### config.mk
export PLATFORM = sky130hd
export DESIGN_NAME = sio_shifter
export DESIGN_NICKNAME = d
export VERILOG_FILES = /design/src/rtl/sio_shifter.sv
export SDC_FILE = /design/constraint.sdc
export NUM_CORES = 1
export LEC_CHECK = 0
export CAP_MARGIN = 20
export CORE_MARGIN = 5
export CORE_UTILIZATION = 35
export DETAILED_ROUTE_END_ITERATION = 10
export DONT_BUFFER_PORTS = 1
export PLACE_DENSITY = 0.54
export SLEW_MARGIN = 20
export SYNTH_ARGS = -nofsm -noshare
export SYNTH_HDL_FRONTEND = slang
export SYNTH_SLANG_ARGS = --single-unit
### constraint.sdc
create_clock -name clk -period 1.5 [get_ports clk]
set_input_delay 0 -clock clk [delete_from_list [all_inputs] [get_ports clk]]
set_output_delay 0 -clock clk [all_outputs]
set_load 0.02 [all_outputs]
### src/rtl/sio_shifter.sv
module sio_shifter #(
  parameter int W    = 8,
  parameter int HALF = 8
) (
  input  logic         clk,
  input  logic         rst_n,
  input  logic         wr_en,
  input  logic [W-1:0] wr_data,
  input  logic         rd_en,
  output logic [W-1:0] rd_data,
  input  logic         ext_mode,
  input  logic         sclk_in,
  output logic         sclk_out,
  input  logic         sdata_in,
  output logic         sdata_out,
  output logic         sdata_oe,
  output logic         irq,
  output logic         done
);
  localparam int CW = (W > 2) ? $clog2(W) : 1;
  localparam int DW = (HALF > 2) ? $clog2(HALF) : 1;
  localparam logic [CW-1:0] LAST_BIT = CW'(W - 1);
  localparam logic [DW-1:0] DIV_TOP  = DW'(HALF - 1);

  logic [W-1:0]  shreg;
  logic [CW-1:0] cnt;
  logic [DW-1:0] div;
  logic [2:0]    ck_s;
  logic [1:0]    d_s;
  logic          busy, sclk_int, obit, oe;

  wire run_int  = busy & ~ext_mode;
  wire tick     = run_int & (div == DIV_TOP);
  wire ext_rise = ck_s[1] & ~ck_s[2];
  wire ext_fall = ~ck_s[1] & ck_s[2];
  wire rise     = ext_mode ? ext_rise : (tick & ~sclk_int);
  wire fall     = ext_mode ? ext_fall : (tick & sclk_int);
  wire finish   = rise & busy & (cnt == '0);

  always_ff @(posedge clk or negedge rst_n) begin
    if (!rst_n) begin
      ck_s <= 3'b111;
      d_s  <= 2'b00;
    end else begin
      ck_s <= {ck_s[1:0], sclk_in};
      d_s  <= {d_s[0], sdata_in};
    end
  end

  always_ff @(posedge clk or negedge rst_n) begin
    if (!rst_n) begin
      shreg    <= '0;
      cnt      <= '0;
      div      <= '0;
      busy     <= 1'b0;
      sclk_int <= 1'b1;
      obit     <= 1'b0;
      oe       <= 1'b0;
      done     <= 1'b0;
      irq      <= 1'b0;
    end else begin
      irq <= 1'b0;
      if (wr_en) begin
        shreg    <= wr_data;
        cnt      <= LAST_BIT;
        div      <= '0;
        busy     <= 1'b1;
        sclk_int <= 1'b1;
        oe       <= 1'b1;
        done     <= 1'b0;
      end else begin
        if (run_int) div <= (div == DIV_TOP) ? '0 : div + 1'b1;
        if (tick) sclk_int <= ~sclk_int;
        if (fall) obit <= shreg[0];
        if (rise) shreg <= {d_s[1], shreg[W-1:1]};
        if (rise && busy && cnt != '0) cnt <= cnt - 1'b1;
        if (finish) begin
          busy <= 1'b0;
          irq  <= 1'b1;
          done <= 1'b1;
          if (!ext_mode) oe <= 1'b0;
        end else if (rd_en) begin
          done <= 1'b0;
        end
      end
    end
  end

  assign rd_data   = shreg;
  assign sclk_out  = sclk_int;
  assign sdata_out = obit;
  assign sdata_oe  = oe;
endmodule

* Word level (Yosys, flattened, before mapping)
Cells that the tools add are included.
Word-level totals: flip-flop bits (word level) 25, input bits 15, logic and storage cells 61
Operators by class: $add $sub $neg 2, equality and inequality tests 2, muxes and demuxes 21, bitwise operators 13, reductions and logical operators 12
Operator list (number):
- two-way mux 8 bit | 2
- two-way mux 3 bit | 5
- two-way mux 1 bit | 14
- nonzero test 2 bit | 5
- bitwise AND 1 bit | 8
- nonzero test 3 bit | 2
- inverter 1 bit | 5
- AND reduction 2 bit | 2
- adder 3 x 1 -> 3 bit (second input constant) | 1
- == test 3 bit (second input constant) | 1
- logical NOT 3 bit | 1
- subtractor 3 x 1 -> 3 bit (second input constant) | 1
- logical AND 1 bit | 2
- inequality test 2 bit (second input constant) | 1

* Longest topological paths before layout
depth after elaboration 9, mapped depth 6

* Least setup slack after synthesis
Ideal clock, no wire load.
path type register to register, start register div[0], end register shreg[0] (netlist: rd_data[0]), arrival time 1532 ps, slack -98 ps, stages on the path, launching flop included 7, path buffers 1, period minus slack after synthesis 1598 ps, cells stage by stage dfrtp_1 ha_1 ha_1 and4bb_2 buf_6 nor4b_1 a221o_1
On the way: cells in the longest elaborated chain, start to end 5
RTL lines:
- start: declaration | line 27 | logic [DW-1:0] div;
- start signal: assignment | line 72 | if (run_int) div <= (div == DIV_TOP) ? '0 : div + 1'b1;
- == test 3 bit | line 33 | wire tick = run_int & (div == DIV_TOP);
- bitwise AND 1 bit | line 33
- bitwise AND 1 bit | line 36 | wire rise = ext_mode ? ext_rise : (tick & ~sclk_int);
- two-way mux 1 bit | line 36
- nonzero test 2 bit (no line)
- end signal: assignment | line 64 | shreg <= wr_data;
- end signal: assignment | line 75 | if (rise) shreg <= {d_s[1], shreg[W-1:1]};
- end: declaration | line 25 | logic [W-1:0] shreg;
Every way passes these cells. A chain may end at the register's enable or synchronous reset.

* Worst setup path after layout
start register div[1], end register shreg[1] (netlist: rd_data[1])
Same word-level chain as after synthesis.

==> results.md <==
* Sequential fraction of the synthesis area at 52.45%
* Hold Crit Endpoint: sclk_out$_DFFE_PN1P_
* Synthesized area at 1202 um^2
* Slew at the pin with the worst max-slew slack at 0.7296 ns
* Max Root-Sink Buffers at 2
* Unrepaired setup endpoints after global routing: yes
* #FFs+latches synth at 25
* WL per Instance at 14.80 um
* Clk root buf: clkbuf_4
* Count of different cell masters after synthesis at 31
* WHS at -0.005815 ns
* Fillers at 323
* I/O pins at 28
* Worst-Skew Late Latency at 0.33 ns
* Area grow syn2layout at 34.34%
* Die Y at 68.61 um
* Hold Path Class: in2reg
* Reg area at 630.6 um^2
* Ys flop type: dfrtp_1
* Yosys warns at 0
* Mean Syn Cell Area at 10.10 um^2
* Asr flop ratio synth at 100.0%
* Max-cap violations at 0
* H-tree Lvls at 1
* Violated checks: hold timing, setup timing
* Die area at 4707 um^2
* Num CTS Buffers at 3
* GPL Wtd Cong at 0.7081
* Hold Crit Start: ext_mode
* Final hold violations at 1
* Fin crit share at 100.3%
* Startpoint types: register
* Slew Limit Fails at 0
* Routed vias at 991
* # port buffers at 0
* Crit-path max FO at 6
* Clock sink count at 25
* GRT Resource Usage Total at 12.68%
* GRT overflow at 0
* Post-synth EDFFs at 0
* Final setup margin at -0.004323 ns
* Slew HR at 51.20%
* Register-to-Register Path Depth at 6
* Worst Skew at 0.007332 ns
* Layout Cells excl Fill at 194
* Fmax at 664.8 MHz
* DR iter-0 viols at 71
* Global-route wire length before repair at 4416 um
* Number of remaining DRC errors at 0
* Detailed placer's ending HPWL at 1731 um
* Die Width at 68.61 um
* N_diodes at 0
* Vias per cell at 5.108
* Outcome: finished with violations
* Crit Reg-Reg Endpoint: rd_data[1]$_DFFE_PN0P_
* Min Clock Period, post-route at 1.504 ns
* Clock transition at path regs at 0.14 ns
* Initial core utilization at 36.03%
* Req. time, crit path at 1.74 ns
* Core area at 3337 um^2
* Initial antenna violation count at 0
* Final net count at 168
* Placed cells at 162
* Multi-input gate area at 579.3 um^2
* Crit Reg-Reg Startpoint: div[1]$_DFFE_PN0P_
* CTS tree: done
* Peak supply drop at 0.2519 mV
* Post-Route WL at 2871 um
* Rows at 21
* Final Setup Violations at 1
* WP data arrival at 1.74 ns
* Hold Path Stages at 3
* Reg2reg setup slack at -0.004 ns
* P_leak at 0.7271 nW
* Number of iterations in the first detailed-routing pass at 6
* Vias in the first global route at 956
* Layout cells sized above 1 at 15.54%
* Crit path kind: reg2reg
* Largest net degree at the start of global routing at 35
* CP Capture Type: register
* Remaining antenna violation count at 0
* Cells after Synth at 119
* PD cells at 790.0 nW/um^2
* Synthesized net count at 138
[critical path: stages, from the launching register on]
cell and delay, ns:
dfrtp_1 0.40, ha_2 0.20, ha_4 0.19, and4bb_4 0.24, buf_4 0.14, o21ai_0 0.16
nand3_1 0.09
[cell usage in the layout (no fill, tap or decap), drive strengths merged, types with 4 or more instances in the layout]
master,synthesis,routed
ha,4,4
dfstp,4,4
nand2,9,9
dlygate4sd3,0,24
nor2b,10,10
nor2,13,13
inv,4,4
buf,4,7
nand3,14,14
mux2i,6,6
o21ai,9,9
dfrtp,21,21
[routing by layer]
| layer | wire length, um | GRT usage [%] | up-vias |
|---|---|---|---|
| li1 | - | - | 470 |
| met1 | 1243 | 15.10 | 483 |
| met2 | 1392 | 22.17 | 28 |
| met3 | 179 | 2.431 | 10 |
| met4 | 55 | 5.211 | 0 |
| met5 | 0 | 0 | - |
[through the flow]
step	TNS (ns)	setup slack (ns)	utilization, %	instance area [um^2]	power [mW]
after CTS	-0.003847	-0.003847	46.16	1540	1.269
after floorplan	-0.005880	-0.005880	-	1224	0.8773
final	-0.004323	-0.004323	48.41	1615	1.276
after detailed placement	-0.1136	-0.04117	38.13	1272	0.8940
after global routing	-0.6275	-0.07104	48.41	1615	1.348
after global placement	0	0.006018	38.13	1272	0.8875
[layout make-up]
cell class,instances,share of cell area (%)
Clock buffer,3,1.394
Clock inverter,1,0.3098
Inverter,4,0.9295
Multi-Input combinational cell,84,35.86
Sequential cell,25,39.04
Tap cell,46,3.563
Timing Repair Buffer,31,18.90
[report_power, final]
| part | leakage, nW | total [mW] | switching, mW | internal (mW) |
|---|---|---|---|---|
| Clock | 0.0177 | 0.312 | 0.212 | 0.100 |
| Combinational | 0.421 | 0.180 | 0.0732 | 0.107 |
| Sequential | 0.288 | 0.783 | 0.0641 | 0.719 |
[flip-flops by register name (all words and copies together), names as in the netlist]
signal	flops
d_s	2
cnt	3
sclk_out	1
ck_s	3
sdata_out	1
div	3
done	1
busy	1
irq	1
sdata_oe	1
rd_data	8
[what timing repair did]
item / 4_1_cts / 5_1_grt
pin swaps: 1 / 1
gates cloned: 0 / 1
hold endpoints to repair: 47 / 15
setup endpoints to repair: 6 / 15
gates resized for setup: 2 / 2
setup buffers: 0 / 2
hold buffers: 21 / 4
[cell usage after synthesis (all sizes together) (3+ instances only)]
| master | n | area [um^2] |
|---|---|---|
| buf | 4 | 26.27 |
| clkbuf | 3 | 12.51 |
| dfrtp | 21 | 525.5 |
| dfstp | 4 | 105.1 |
| ha | 4 | 50.05 |
| inv | 4 | 15.01 |
| mux2i | 6 | 60.06 |
| nand2 | 9 | 33.78 |
| nand3 | 14 | 70.07 |
| nand3b | 3 | 22.52 |
| nor2 | 13 | 48.80 |
| nor2b | 10 | 62.56 |
| o21ai | 9 | 45.04 |
[cells by family (layout without fill, tap and decap cells)]
kind of cell,after synthesis,count (layout),share of synthesized area (%)
buf+inv,11,39,4.474
simple gates,56,57,24.87
compound gates,16,16,8.117
fa+ha+maj,4,4,4.162
mux,7,7,5.931
flops,25,25,52.44
[worst max-delay path by stage]
stage,start,endpoint,cells after the start
floorplan,div[0]$_DFFE_PN0P_,cnt[2]$_DFFE_PN0P_,6
finish,div[1]$_DFFE_PN0P_,rd_data[1]$_DFFE_PN0P_,6
detailed placement,div[1]$_DFFE_PN0P_,cnt[2]$_DFFE_PN0P_,5
global placement,div[1]$_DFFE_PN0P_,cnt[2]$_DFFE_PN0P_,5
global route,div[1]$_DFFE_PN0P_,cnt[2]$_DFFE_PN0P_,5
CTS,div[1]$_DFFE_PN0P_,rd_data[0]$_DFFE_PN0P_,5
(Power assumes the default switching activity.)
